==> src/rtl/pdisp_pkg.sv <==
package pdisp_pkg;

   typedef enum logic [2:0] {
      ST_IDLE,
      ST_FIRST,
      ST_SETUP,
      ST_LOW,
      ST_ENDW,
      ST_NEXT
   } seq_state_e;

endpackage

==> src/rtl/pdisp_pulse_sync.sv <==
module pdisp_pulse_sync #(
   parameter int STAGES = 2
) (
   input  logic clk,
   input  logic rst_n,
   input  logic async_i,
   output logic pulse_o
);

   if (STAGES < 2) begin : g_bad_stages
      $error("pdisp_pulse_sync: STAGES must be at least 2");
   end

   // stages 0..STAGES-1 synchronise, stage STAGES holds the previous value
   logic [STAGES:0] sh_q;

   for (genvar i = 0; i <= STAGES; i++) begin : g_stage
      if (i == 0) begin : g_first
         always_ff @(posedge clk or negedge rst_n) begin
            if (!rst_n) sh_q[0] <= 1'b0;
            else        sh_q[0] <= async_i;
         end
      end else begin : g_rest
         always_ff @(posedge clk or negedge rst_n) begin
            if (!rst_n) sh_q[i] <= 1'b0;
            else        sh_q[i] <= sh_q[i-1];
         end
      end
   end

   assign pulse_o = sh_q[STAGES-1] & ~sh_q[STAGES];

endmodule

==> src/rtl/pdisp_ctr.sv <==
module pdisp_ctr #(
   parameter int W = 16
) (
   input  logic         clk,
   input  logic         rst_n,
   input  logic         clr_i,
   input  logic         inc_i,
   output logic [W-1:0] cnt_o
);

   if (W < 1) begin : g_bad_w
      $error("pdisp_ctr: W must be at least 1");
   end

   always_ff @(posedge clk or negedge rst_n) begin
      if (!rst_n)     cnt_o <= '0;
      else if (clr_i) cnt_o <= '0;
      else if (inc_i) cnt_o <= cnt_o + 1'b1;
   end

endmodule

==> src/rtl/pdisp_prefetch.sv <==
module pdisp_prefetch #(
   parameter int DW = 8
) (
   input  logic          clk,
   input  logic          rst_n,
   input  logic          req_i,
   input  logic          vld_i,
   input  logic [DW-1:0] data_i,
   input  logic          take_i,
   output logic          have_o,
   output logic [DW-1:0] data_o
);

   logic pend_q;
   logic capture;

   // only one request is ever outstanding, so capture and take never meet
   assign capture = vld_i && pend_q;

   always_ff @(posedge clk or negedge rst_n) begin
      if (!rst_n) begin
         pend_q <= 1'b0;
         have_o <= 1'b0;
         data_o <= '0;
      end else begin
         if (req_i)        pend_q <= 1'b1;
         else if (capture) pend_q <= 1'b0;

         if (capture) begin
            have_o <= 1'b1;
            data_o <= data_i;
         end else if (take_i) begin
            have_o <= 1'b0;
         end
      end
   end

endmodule

==> src/rtl/pdisp_wr_seq.sv <==
module pdisp_wr_seq
   import pdisp_pkg::*;
#(
   parameter int DW          = 8,
   parameter int CNT_W       = 16,
   parameter int STROBE_CYC  = 2,
   parameter int SYNC_STAGES = 2
) (
   input  logic             clk,
   input  logic             rst_n,
   input  logic             start_i,
   input  logic [CNT_W-1:0] xfer_cnt_i,
   output logic             fetch_req_o,
   input  logic             fetch_vld_i,
   input  logic [DW-1:0]    fetch_data_i,
   input  logic             step_async_i,
   output logic [DW-1:0]    disp_data_o,
   output logic             disp_wr_n_o,
   output logic             busy_o,
   output logic             done_o
);

   localparam int LOW_W = (STROBE_CYC > 1) ? $clog2(STROBE_CYC) : 1;

   if (DW < 1) begin : g_bad_dw
      $error("pdisp_wr_seq: DW must be at least 1");
   end
   if (CNT_W < 1) begin : g_bad_cnt
      $error("pdisp_wr_seq: CNT_W must be at least 1");
   end
   if (STROBE_CYC < 1) begin : g_bad_strobe
      $error("pdisp_wr_seq: STROBE_CYC must be at least 1");
   end

   seq_state_e       state_q;
   logic [CNT_W-1:0] total_q;
   logic [CNT_W-1:0] sent_cnt;
   logic [CNT_W-1:0] end_cnt;
   logic             cnt_en;
   logic             have_nxt;
   logic [DW-1:0]    nxt_data;
   logic             start_ok;
   logic             zero_cnt;
   logic             take;
   logic             more;
   logic             issue_req;
   logic             end_step;
   logic             last_end;
   logic             low_last;

   pdisp_pulse_sync #(.STAGES(SYNC_STAGES)) u_sync (
      .clk     (clk),
      .rst_n   (rst_n),
      .async_i (step_async_i),
      .pulse_o (cnt_en)
   );

   pdisp_prefetch #(.DW(DW)) u_pref (
      .clk    (clk),
      .rst_n  (rst_n),
      .req_i  (issue_req),
      .vld_i  (fetch_vld_i),
      .data_i (fetch_data_i),
      .take_i (take),
      .have_o (have_nxt),
      .data_o (nxt_data)
   );

   pdisp_ctr #(.W(CNT_W)) u_sent (
      .clk   (clk),
      .rst_n (rst_n),
      .clr_i (start_ok),
      .inc_i (take),
      .cnt_o (sent_cnt)
   );

   pdisp_ctr #(.W(CNT_W)) u_ended (
      .clk   (clk),
      .rst_n (rst_n),
      .clr_i (start_ok),
      .inc_i (end_step),
      .cnt_o (end_cnt)
   );

   always_comb begin
      start_ok  = (state_q == ST_IDLE) && start_i;
      zero_cnt  = (xfer_cnt_i == '0);
      take      = ((state_q == ST_FIRST) || (state_q == ST_NEXT)) && have_nxt;
      more      = ({1'b0, sent_cnt} + (CNT_W+1)'(1)) < {1'b0, total_q};
      issue_req = (start_ok && !zero_cnt) || (take && more);
      end_step  = cnt_en && (state_q == ST_ENDW);
      last_end  = end_step && (({1'b0, end_cnt} + (CNT_W+1)'(1)) == {1'b0, total_q});
   end

   if (STROBE_CYC == 1) begin : g_low_one
      assign low_last = 1'b1;
   end else begin : g_low_cnt
      logic [LOW_W-1:0] low_q;
      always_ff @(posedge clk or negedge rst_n) begin
         if (!rst_n)                low_q <= '0;
         else if (state_q != ST_LOW) low_q <= '0;
         else                       low_q <= low_q + 1'b1;
      end
      assign low_last = (low_q == LOW_W'(STROBE_CYC - 1));
   end

   always_ff @(posedge clk or negedge rst_n) begin
      if (!rst_n) begin
         state_q     <= ST_IDLE;
         total_q     <= '0;
         disp_data_o <= '0;
         disp_wr_n_o <= 1'b1;
         fetch_req_o <= 1'b0;
         done_o      <= 1'b0;
      end else begin
         fetch_req_o <= issue_req;
         case (state_q)
            ST_IDLE: begin
               if (start_ok) begin
                  total_q <= xfer_cnt_i;
                  if (zero_cnt) begin
                     done_o <= 1'b1;
                  end else begin
                     done_o  <= 1'b0;
                     state_q <= ST_FIRST;
                  end
               end
            end
            ST_FIRST, ST_NEXT: begin
               if (take) begin
                  disp_data_o <= nxt_data;
                  state_q     <= ST_SETUP;
               end
            end
            ST_SETUP: begin
               disp_wr_n_o <= 1'b0;
               state_q     <= ST_LOW;
            end
            ST_LOW: begin
               if (low_last) begin
                  disp_wr_n_o <= 1'b1;
                  state_q     <= ST_ENDW;
               end
            end
            ST_ENDW: begin
               if (last_end) begin
                  done_o  <= 1'b1;
                  state_q <= ST_IDLE;
               end else if (end_step) begin
                  state_q <= ST_NEXT;
               end
            end
            default: state_q <= ST_IDLE;
         endcase
      end
   end

   assign busy_o = (state_q != ST_IDLE);

endmodule

==> config.mk <==
export PLATFORM = sky130hd
export DESIGN_NAME = pdisp_wr_seq
export DESIGN_NICKNAME = d
export VERILOG_FILES = /design/src/rtl/pdisp_pkg.sv /design/src/rtl/pdisp_pulse_sync.sv /design/src/rtl/pdisp_ctr.sv /design/src/rtl/pdisp_prefetch.sv /design/src/rtl/pdisp_wr_seq.sv
export SDC_FILE = /design/constraint.sdc
export NUM_CORES = 1
export LEC_CHECK = 0
export ABC_AREA = 1
export BUFFER_PORTS_ARGS = -buffer_cell sky130_fd_sc_hd__buf_2
export CORE_MARGIN = 2
export CORE_UTILIZATION = 50
export CTS_CLUSTER_DIAMETER = 200
export CTS_CLUSTER_SIZE = 30
export DETAILED_ROUTE_END_ITERATION = 8
export PLACE_DENSITY_LB_ADDON = 0.2
export SLEW_MARGIN = 20
export SYNTH_ARGS = -nofsm -noshare
export SYNTH_HDL_FRONTEND = slang
export SYNTH_HIERARCHICAL = 1
export SYNTH_SLANG_ARGS = --single-unit
==> constraint.sdc <==
create_clock -name clk -period 5.2 [get_ports clk]
set_input_delay 1.3 -clock clk [delete_from_list [all_inputs] [get_ports clk]]
set_output_delay 1.3 -clock clk [all_outputs]
set_load 0.01 [all_outputs]
==> results_dict.tcl, run 1 <==
set metrics [dict create \
    top_layer "met4" \
    tightest_slew_ps 976 \
    yosys.area.top_type "dfrtp_1" \
    viasPerCell 5.04 \
    clkPwrFrac_pct 21.9 \
    rr_worst_depth 15 \
    synth.most_common_cell "nand2_1" \
    syn_area_mm2 0.00496 \
    clock-root-buffer "clkbuf_8" \
    synth-edff-count 0 \
    min_period_ps 3030 \
    dpl.hpwl_um 8230 \
    p_sw_uw 886 \
    p_per_area_mw_per_mm2 397 \
    crit-reg2reg-launch "u_sent/cnt_o[0]$_DFFE_PN0P_" \
    min-delay-path-class "register to register" \
    start_util_pct 51.3 \
    ant_nets 0 \
    numCtsBuffers 9 \
    rows 36 \
    async_flop_share_pct 100 \
    slew_viol_final 0 \
    die_w_um 104 \
    timing.hold.ws_ps 368 \
    cts_buffer_depth 2 \
    arrival_ps 3280 \
    pre_cts_slack_ps 2120 \
    pin_count 41 \
    yosys-top-cells-area "dfrtp_1, nand2_1, inv_1" \
    final_cell_area_mm2 0.00551 \
    maxCapViolations 0 \
    final.period_utilization_pct 58.4 \
    grt_overflow 0 \
    crit_path_max_fanout 7 \
    antenna_cells 0 \
    place_area_mm2 0.00531 \
    yosysUniqueCellTypes 34 \
    pwr-share-comb_pct 37.0 \
    synth.avg_cell_area_um2 7.16 \
    cts_max_level 3 \
    multiInputGateArea_mm2 0.00263 \
    ys_warn_count 6 \
    cts_tree "built" \
    final_core_util_pct 56.9 \
    hold_viol_final 0 \
    drc_errors 0 \
    syn2layout_area_growth_pct 11.1 \
    num-nets-final 786 \
    drive_gt1_share_pct 13.5 \
    intPower_mw 1.30 \
    crit_family "simple AND/OR/NAND/NOR gates" \
    synth_common_cells "nand2_1, inv_1, nor2_1" \
    required_ps 5440 \
    fmaxAchievable_mhz 330 \
    clk_pin_slew_worst_paths_ps 80 \
    synth_flop_cell "dfrtp_1" \
    met3_length_um 340 \
    wl_per_cell_um 12.5 \
    fin_skew_ps 9.85 \
    end_kind "register" \
    path_buf_inv 0 \
    total_power_mw 2.19 \
    min_from "u_sync/sh_q[0]$_DFF_PN0_" \
    seq_area_mm2 0.00190 \
    synthesis.nets 741 \
    core_mm2 0.00968 \
    die_h_um 104 \
    cpMostUsedCell "nand3_1" \
    p_leak_nw 2.81 \
    setup.worst_path.start_class "register" \
    worstSetupPathType "register to register" \
    holdPathStages 0 \
    setup_tns_ps 0 \
    wl_um 10900 \
    grt_max_degree 77 \
    grt_antenna_before_repair 0 \
    die_area_mm2 0.0107 \
    setup_ws_ps 2170 \
    dr.first_iter.drc_count 198 \
    cts_hold_buf 0 \
    io_buffers 40 \
    cts_setup_buffers 0 \
    drt_pass1_iterations 5 \
    grt_pass1_wl_um 18700 \
    reg2reg_slack_ps 2170 \
    fillers 921 \
    grt_setup_unrepaired "no" \
    wl_met2_um 5550 \
    synthCells 693 \
    status "completed" \
    ir_drop_v 0.000203 \
    power_frac_seq_pct 41.0 \
    cts.sinks 76 \
    holdPathEnd "u_sync/sh_q[1]$_DFF_PN0_" \
    netlist.area_leader.share_pct 37.8 \
    crit_chain "ha_1 > nand3_1 > nor3b_2 > nand2_1 > nor3_1 > nand4_1 > nor2_1 > xor2_1 > ha_1 > nand4_1 > nor3_1 > nand3_1 > nand3_1 > nand2_1 > o21bai_2" \
    relSlewSlack_pct 35.0 \
    placedCellCount 860 \
    first_global_vias 4285 \
    switching_share_pct 40.5 \
    instances_no_fill 876 \
    grt_use_total_pct 21.1 \
    wl_met1_um 4710 \
    num_vias 4411 \
    slowest_stage "dfrtp_1" \
    post_cts_resized 0 \
    setup_violations 0 \
    ys_seq_area_share_pct 38.3 \
    r2r-end "u_pref/pend_q$_DFFE_PN0P_" \
    place_congestion 0.839 \
    max_stage_delay_ps 480 \
    synth-seq-cells 76 \
    insertion_delay_ps 360 \
]
==> routing by layer <==
metal  vias up  track usage (%)
li1       2272                -
met1      2051             24.9
met2        62             37.8
met3        26             3.96
met4         0             8.69
met5         -                0
==> sequential cells by signal, indices dropped and copies added, names as in the netlist <==
register / count
done_o: 1
u_pref/have_o: 1
u_ended/cnt_o: 16
u_pref/pend_q: 1
u_sync/sh_q: 3
g_low_cnt.low_q: 1
u_sent/cnt_o: 16
total_q: 16
state_q: 3
disp_data_o: 8
disp_wr_n_o: 1
u_pref/data_o: 8
fetch_req_o: 1
==> layout by cell type, fill, tap and decap left out, types with 3 or more instances in the layout <==
| master | n |
|---|---|
| nor2_4 | 8 |
| xnor2_1 | 11 |
| o21ai_1 | 4 |
| a21oi_1 | 20 |
| nor2_2 | 8 |
| xor2_1 | 20 |
| nor2_1 | 90 |
| ha_1 | 19 |
| a211oi_1 | 3 |
| nand4_1 | 16 |
| nor3_2 | 3 |
| buf_4 | 3 |
| nand2_1 | 198 |
| o21bai_1 | 4 |
| clkbuf_8 | 10 |
| buf_2 | 39 |
| nand2_2 | 10 |
| nand3_2 | 3 |
| o21ai_0 | 26 |
| a31oi_1 | 3 |
| dfrtp_1 | 75 |
| nor4_1 | 3 |
| inv_2 | 4 |
| inv_1 | 99 |
| nor3_1 | 6 |
| nand3_1 | 41 |
==> kinds of logic after synthesis <==
logic type / Yosys count / synth area share, %
and+or+nand+nor: 390 / 35.2
buffers and inverters: 111 / 8.77
DFF: 76 / 38.3
AOI/OAI and AO/OA: 66 / 7.43
xor gates and xnor gates: 31 / 5.47
adders and majority gates: 19 / 4.79
==> final cells by class <==
type | instances | share of cell area [%]
Clock buffer | 10 | 2.50
Clock inverter | 6 | 1.29
Inverter | 103 | 7.01
Multi-Input combinational cell | 506 | 47.7
Sequential cell | 76 | 34.5
Tap cell | 133 | 3.02
Timing Repair Buffer | 42 | 3.95
==> power groups by stage <==
stage,Sequential [mW],Clock [mW],Combinational (mW)
final,0.898,0.480,0.810
after global routing,0.924,0.518,0.931
after CTS,0.897,0.495,0.817
after detailed placement,0.908,0,0.813
after global placement,0.904,0,0.784
after floorplan,0.884,0,0.607
==> worst max path at each step <==
stage | from | cells past startpoint | endpoint
floorplan | start_i | 10 | u_ended/cnt_o[13]$_DFFE_PN0P_
global placement | u_sent/cnt_o[0]$_DFFE_PN0P_ | 16 | u_pref/pend_q$_DFFE_PN0P_
detailed placement | u_sent/cnt_o[0]$_DFFE_PN0P_ | 15 | u_pref/pend_q$_DFFE_PN0P_
CTS | u_sent/cnt_o[0]$_DFFE_PN0P_ | 15 | u_pref/pend_q$_DFFE_PN0P_
global route | u_sent/cnt_o[0]$_DFFE_PN0P_ | 15 | u_pref/pend_q$_DFFE_PN0P_
finish | u_sent/cnt_o[0]$_DFFE_PN0P_ | 15 | u_pref/pend_q$_DFFE_PN0P_
(Power assumes the default switching activity.)
==> run 2, diff against run 1 <==
- ABC_AREA: 1 -> 0
- clock period: 5.2 -> 2.7 ns (I/O delays scaled with it)
==> run 2 against run 1 <==
Combinational power grew 99%. Die area shrank 5.6%. Sequential share of layout area grew 1.5 points. Critical path depth shrank 4. Synthesized area shrank 5.8%. Hold slack lost 130 ps. Synthesized cell count shrank 29%. Non-clock buffer count grew 16. Fmax grew 23%. Critical path type unchanged. Design area shrank 3.9%. Flip-flop and latch count is the same. First-iteration DRC count shrank 26%.
==> results_dict.tcl, run 2 <==
set metrics [dict create \
    num-nets-final 590 \
    layout_commonest_cell "dfrtp_1" \
    max_stage_delay_ps 440 \
    cts_max_level 3 \
    synth_common_cells "dfrtp_1, nand2_1, nor2_1" \
    first_global_vias 3647 \
    biggestRegsByFlops "total_q: 16 flops, u_ended/cnt_o: 16 flops, u_sent/cnt_o: 16 flops" \
    setup_tns_ps 0 \
    hold_viol_final 0 \
    min-delay-path-class "input pin to async pin" \
    cts_buffer_depth 2 \
    seq_area_mm2 0.00191 \
    power_frac_seq_pct 40.5 \
    wl_um 10000 \
    fmaxAchievable_mhz 406 \
    async_flop_share_pct 100 \
    fin_skew_ps 7.96 \
    slew_viol_final 0 \
    required_ps 3010 \
    ir_drop_v 0.000543 \
    path_buf_inv 0 \
    place_congestion 0.843 \
    rr_worst_depth 11 \
    setup_violations 0 \
    crit_chain "and4_1 > and2_1 > nand4_1 > nor2_1 > xor2_1 > ha_1 > a21o_1 > a211oi_1 > a21oi_1 > o31ai_1 > a21o_1" \
    cts.sinks 76 \
    numCtsBuffers 9 \
    arrival_ps 2770 \
    end_kind "register" \
    min_period_ps 2460 \
    viasPerCell 5.56 \
    relSlewSlack_pct 68.3 \
    synth_flop_cell "dfrtp_1" \
    p_sw_mw 1.64 \
    crit-reg2reg-launch "u_sent/cnt_o[5]$_DFFE_PN0P_" \
    yosys.area.top_type "dfrtp_1" \
    clkPwrFrac_pct 22.8 \
    die_w_um 101 \
    yosysUniqueCellTypes 67 \
    clock-root-buffer "clkbuf_8" \
    final.period_utilization_pct 91.3 \
    synth-edff-count 0 \
    crit_family "compound AO/OA/AOI/OAI gates" \
    setup.worst_path.start_class "register" \
    p_per_area_mw_per_mm2 831 \
    slowest_stage "dfrtp_1" \
    most-common-layout-cells "dfrtp_1, nand2_1, nor2_1" \
    critPathLaunch "u_sent/cnt_o[5]$_DFFE_PN0P_" \
    cp_num_cells 11 \
    synthCells 489 \
    syn_area_mm2 0.00468 \
    syn2layout_area_growth_pct 13.4 \
    dr.first_iter.drc_count 146 \
    ys_seq_area_share_pct 40.7 \
    pin_count 41 \
    synth.avg_cell_area_um2 9.56 \
    maxCapViolations 0 \
    multiInputGateArea_mm2 0.00258 \
    grt_setup_unrepaired "no" \
    io_buffers 40 \
    fillers 795 \
    synth-seq-cells 76 \
    yosys-top-cells-area "dfrtp_1, xnor2_1, nand2_1" \
    synthesis.nets 537 \
    tightest_slew_ps 471 \
    pwr-share-comb_pct 36.7 \
    rows 35 \
    switching_share_pct 37.2 \
    clk_pin_slew_worst_paths_ps 90 \
    die_h_um 101 \
    grt_overflow 0 \
    intPower_mw 2.77 \
    dpl.hpwl_um 7420 \
    ys_warn_count 6 \
    core_mm2 0.00915 \
    worstSetupPathType "register to register" \
    crit_path_max_fanout 5 \
    drc_errors 0 \
    drive_gt1_share_pct 22.7 \
    cts_tree "built" \
    die_area_mm2 0.0101 \
    wl_per_cell_um 15.3 \
    p_leak_nw 2.35 \
    insertion_delay_ps 360 \
    grt_pass1_wl_um 16900 \
    total_power_mw 4.40 \
    synth.most_common_cell "dfrtp_1" \
    grt_antenna_before_repair 0 \
    start_util_pct 51.1 \
    netlist.area_leader.share_pct 40.1 \
    num_vias 3659 \
    drt_pass1_iterations 4 \
    cts_hold_buf 0 \
    cpMostUsedCell "a21o_1" \
    grt_max_degree 51 \
    antenna_cells 0 \
    ant_nets 0 \
    grt_use_total_pct 21.3 \
    status "completed" \
]
==> run 2: power by group through the flow <==
| stage | logic [mW] | registers (mW) | clock network [mW] |
|---|---|---|---|
| 3_5_place_dp | 1.60 | 1.80 | 0 |
| 2_1_floorplan | 1.12 | 1.79 | 0 |
| 5_1_grt | 1.83 | 1.84 | 1.08 |
| 4_1_cts | 1.62 | 1.78 | 1.04 |
| 3_3_place_gp | 1.55 | 1.79 | 0 |
| 6_report | 1.61 | 1.78 | 1.00 |
==> run 2: timing repair <==
action,in CTS,in global routing
resized for setup,0,4
setup endpoints to repair,0,4
setup buffers,0,0
==> run 2: final timing paths <==
kind | end | slack [ps]
max | u_pref/pend_q$_DFFE_PN0P_ | 240
min | u_ended/cnt_o[3]$_DFFE_PN0P_ | 230
max reg2reg | u_pref/pend_q$_DFFE_PN0P_ | 240
min reg2reg | u_sync/sh_q[1]$_DFF_PN0_ | 350
max in group asynchronous | disp_wr_n_o$_DFFE_PN1P_ | 1780
min in group clk | u_sync/sh_q[1]$_DFF_PN0_ | 350
==> run 2: cell type report <==
class                   instances  share of cell area (%)
multi-input cells             370                    48.8
flip-flops and latches         76                    36.0
repair buffers                 58                    6.37
well taps                     111                    2.62
clock buffers                  10                    2.60
inverters                      27                    1.91
clock inverters                 6                    1.77
==> run 2: cells by family (layout without fill, tap and decap cells) <==
logic type | after synthesis | in the layout | synth area share (%)
buffers and inverters | 43 | 101 | 4.31
adder cells (fa/ha/maj) | 19 | 19 | 5.08
AO/OA/AOI/OAI | 72 | 72 | 10.2
AND/OR/NAND/NOR | 208 | 208 | 25.5
multiplexers | 16 | 16 | 3.96
flip-flops | 76 | 76 | 40.7
XOR/XNOR | 55 | 55 | 10.3
==> run 2: per-layer routing <==
layer / part of all wire [%] / vias up / global-route usage [%]
li1: - / 1831 / -
met1: 44 / 1752 / 25.3
met2: 51 / 56 / 36.8
met3: 2.7 / 20 / 5.96
met4: 2.3 / 0 / 7.80
met5: 0 / - / 0
==> run 2: through the flow <==
stage | instances | instance area [um2] | util [%] | hold WS [ps] | setup slack, ps
3_5_place_dp | 642 | 5060 | 55.3 | 336 | 186
2_1_floorplan | 489 | 4680 | - | 331 | 21.7
4_1_cts | 658 | 5290 | 57.8 | 235 | 146
5_1_grt | 658 | 5300 | 57.9 | 246 | 1.86
6_report | 658 | 5300 | 57.9 | 234 | 236
3_3_place_gp | 642 | 5060 | 55.3 | 340 | 234
==> run 3, diff against run 2 <==
- BUFFER_PORTS_ARGS: -buffer_cell sky130_fd_sc_hd__buf_2 -> -buffer_cell sky130_fd_sc_hd__buf_4
==> run 3 against run 2 <==
Sequential share of layout area shrank 0.57 points. Sequential power about the same. Non-clock buffer count increased by 1.
==> results_dict.tcl, run 3 (synthesis gave the netlist of run 2 again) <==
set metrics [dict create \
    core_mm2 0.00915 \
    num_vias 3666 \
    pin_count 41 \
    rows 35 \
    required_ps 3010 \
    die_area_mm2 0.0101 \
    grt_use_total_pct 21.5 \
    grt_setup_unrepaired "no" \
    status "completed" \
    min_period_ps 2480 \
    ant_nets 0 \
    dr.first_iter.drc_count 184 \
    grt_pass1_wl_um 17200 \
    die_h_um 101 \
    final.period_utilization_pct 91.8 \
    final_core_util_pct 58.8 \
    crit_path_max_fanout 5 \
    cts_buffer_depth 2 \
    reg2reg_slack_ps 220 \
    drc_errors 0 \
    layout_commonest_cell "dfrtp_1" \
    clk_pin_slew_worst_paths_ps 90 \
    drt_pass1_iterations 4 \
    fin_skew_ps 8.55 \
    fmaxAchievable_mhz 404 \
    cts_max_level 3 \
    hold_viol_final 0 \
    relSlewSlack_pct 68.0 \
    grt_max_degree 51 \
    setup_violations 0 \
    tightest_slew_ps 475 \
    die_w_um 101 \
    wl_per_cell_um 15.2 \
    cts_tree "built" \
    setup.worst_path.start_class "register" \
    grt_overflow 0 \
    place_congestion 0.838 \
    p_per_area_mw_per_mm2 811 \
    place_area_mm2 0.00516 \
    p_leak_nw 2.38 \
    cts_setup_buffers 0 \
    maxCapViolations 0 \
    most-common-layout-cells "dfrtp_1, nand2_1, buf_4" \
    drive_gt1_share_pct 22.6 \
    antenna_cells 0 \
    min-delay-path-class "input pin to async pin" \
    setup_tns_ps 0 \
    grt_antenna_before_repair 0 \
    insertion_delay_ps 360 \
    slew_viol_final 0 \
    clock-root-buffer "clkbuf_8" \
    first_global_vias 3664 \
    end_kind "register" \
    biggestRegsByFlops "total_q: 16 flops, u_ended/cnt_o: 16 flops, u_sent/cnt_o: 16 flops" \
    worstSetupPathType "register to register" \
    final_cell_area_mm2 0.00538 \
    num-nets-final 591 \
    start_util_pct 51.1 \
    dpl.hpwl_um 7420 \
    syn2layout_area_growth_pct 15.0 \
    cts.sinks 76 \
    ir_drop_v 0.000425 \
    io_buffers 40 \
    numCtsBuffers 9 \
    viasPerCell 5.56 \
    wl_um 10000 \
    arrival_ps 2780 \
]
-- run 3: final timing paths --
check,from,to,cells past startpoint
worst max-delay path,u_sent/cnt_o[5]$_DFFE_PN0P_,u_pref/pend_q$_DFFE_PN0P_,11
worst min-delay path,rst_n,u_ended/cnt_o[5]$_DFFE_PN0P_,1
worst max register to register,u_sent/cnt_o[5]$_DFFE_PN0P_,u_pref/pend_q$_DFFE_PN0P_,11
worst min register to register,u_sync/sh_q[0]$_DFF_PN0_,u_sync/sh_q[1]$_DFF_PN0_,0
max in group asynchronous,rst_n,disp_wr_n_o$_DFFE_PN1P_,2
min in group clk,u_sync/sh_q[0]$_DFF_PN0_,u_sync/sh_q[1]$_DFF_PN0_,0
-- run 3: routing by layer --
metal | GRT usage, % | vias up | share of wire, %
li1 | - | 1823 | -
met1 | 26.9 | 1776 | 44
met2 | 36.8 | 54 | 51
met3 | 4.92 | 13 | 2.5
met4 | 6.95 | 0 | 1.6
met5 | 0 | - | 0
-- run 3: final cells by class --
| cell class | count | area [um2] |
|---|---|---|
| flip-flops and latches | 76 | 1900 |
| inverters | 27 | 101 |
| multi-input cells | 370 | 2580 |
| repair buffers | 59 | 443 |
| fillers | 797 | 3770 |
| well taps | 111 | 139 |
| clock inverters | 6 | 70.1 |
| clock buffers | 10 | 138 |
-- run 3: through the flow --
step | total power [mW] | setup WS [ps] | hold WS [ps] | instances
after CTS | 4.40 | 189 | 219 | 659
after floorplan | 2.91 | 21.7 | 331 | 489
final | 4.36 | 223 | 220 | 659
after global placement | 3.42 | 297 | 339 | 643
after detailed placement | 3.47 | 219 | 340 | 643
after global routing | 4.73 | 22.7 | 239 | 659
-- run 3: report_power, final --
group          total [mW]  switching, mW  leakage [nW]  internal (mW)
Clock               0.917          0.459        0.0955          0.458
Combinational        1.66          0.883          1.31          0.780
Sequential           1.78          0.292         0.973           1.49
-- run 3: critical path, stage by stage, from the launching register on --
cell      delay (ps)
dfrtp_1          420
and4_1           240
and2_1           150
nand4_1          150
nor2_1           150
xor2_1           170
ha_1             260
a21o_1           160
a211oi_1         220
a21oi_1           90
o31ai_1          280
a21o_1           120
-- run 3: what timing repair did --
| item | CTS | global route |
|---|---|---|
| endpoints found under the setup margin | 0 | 3 |
| hold buffers | 0 | 0 |
| gates resized for setup | 0 | 2 |
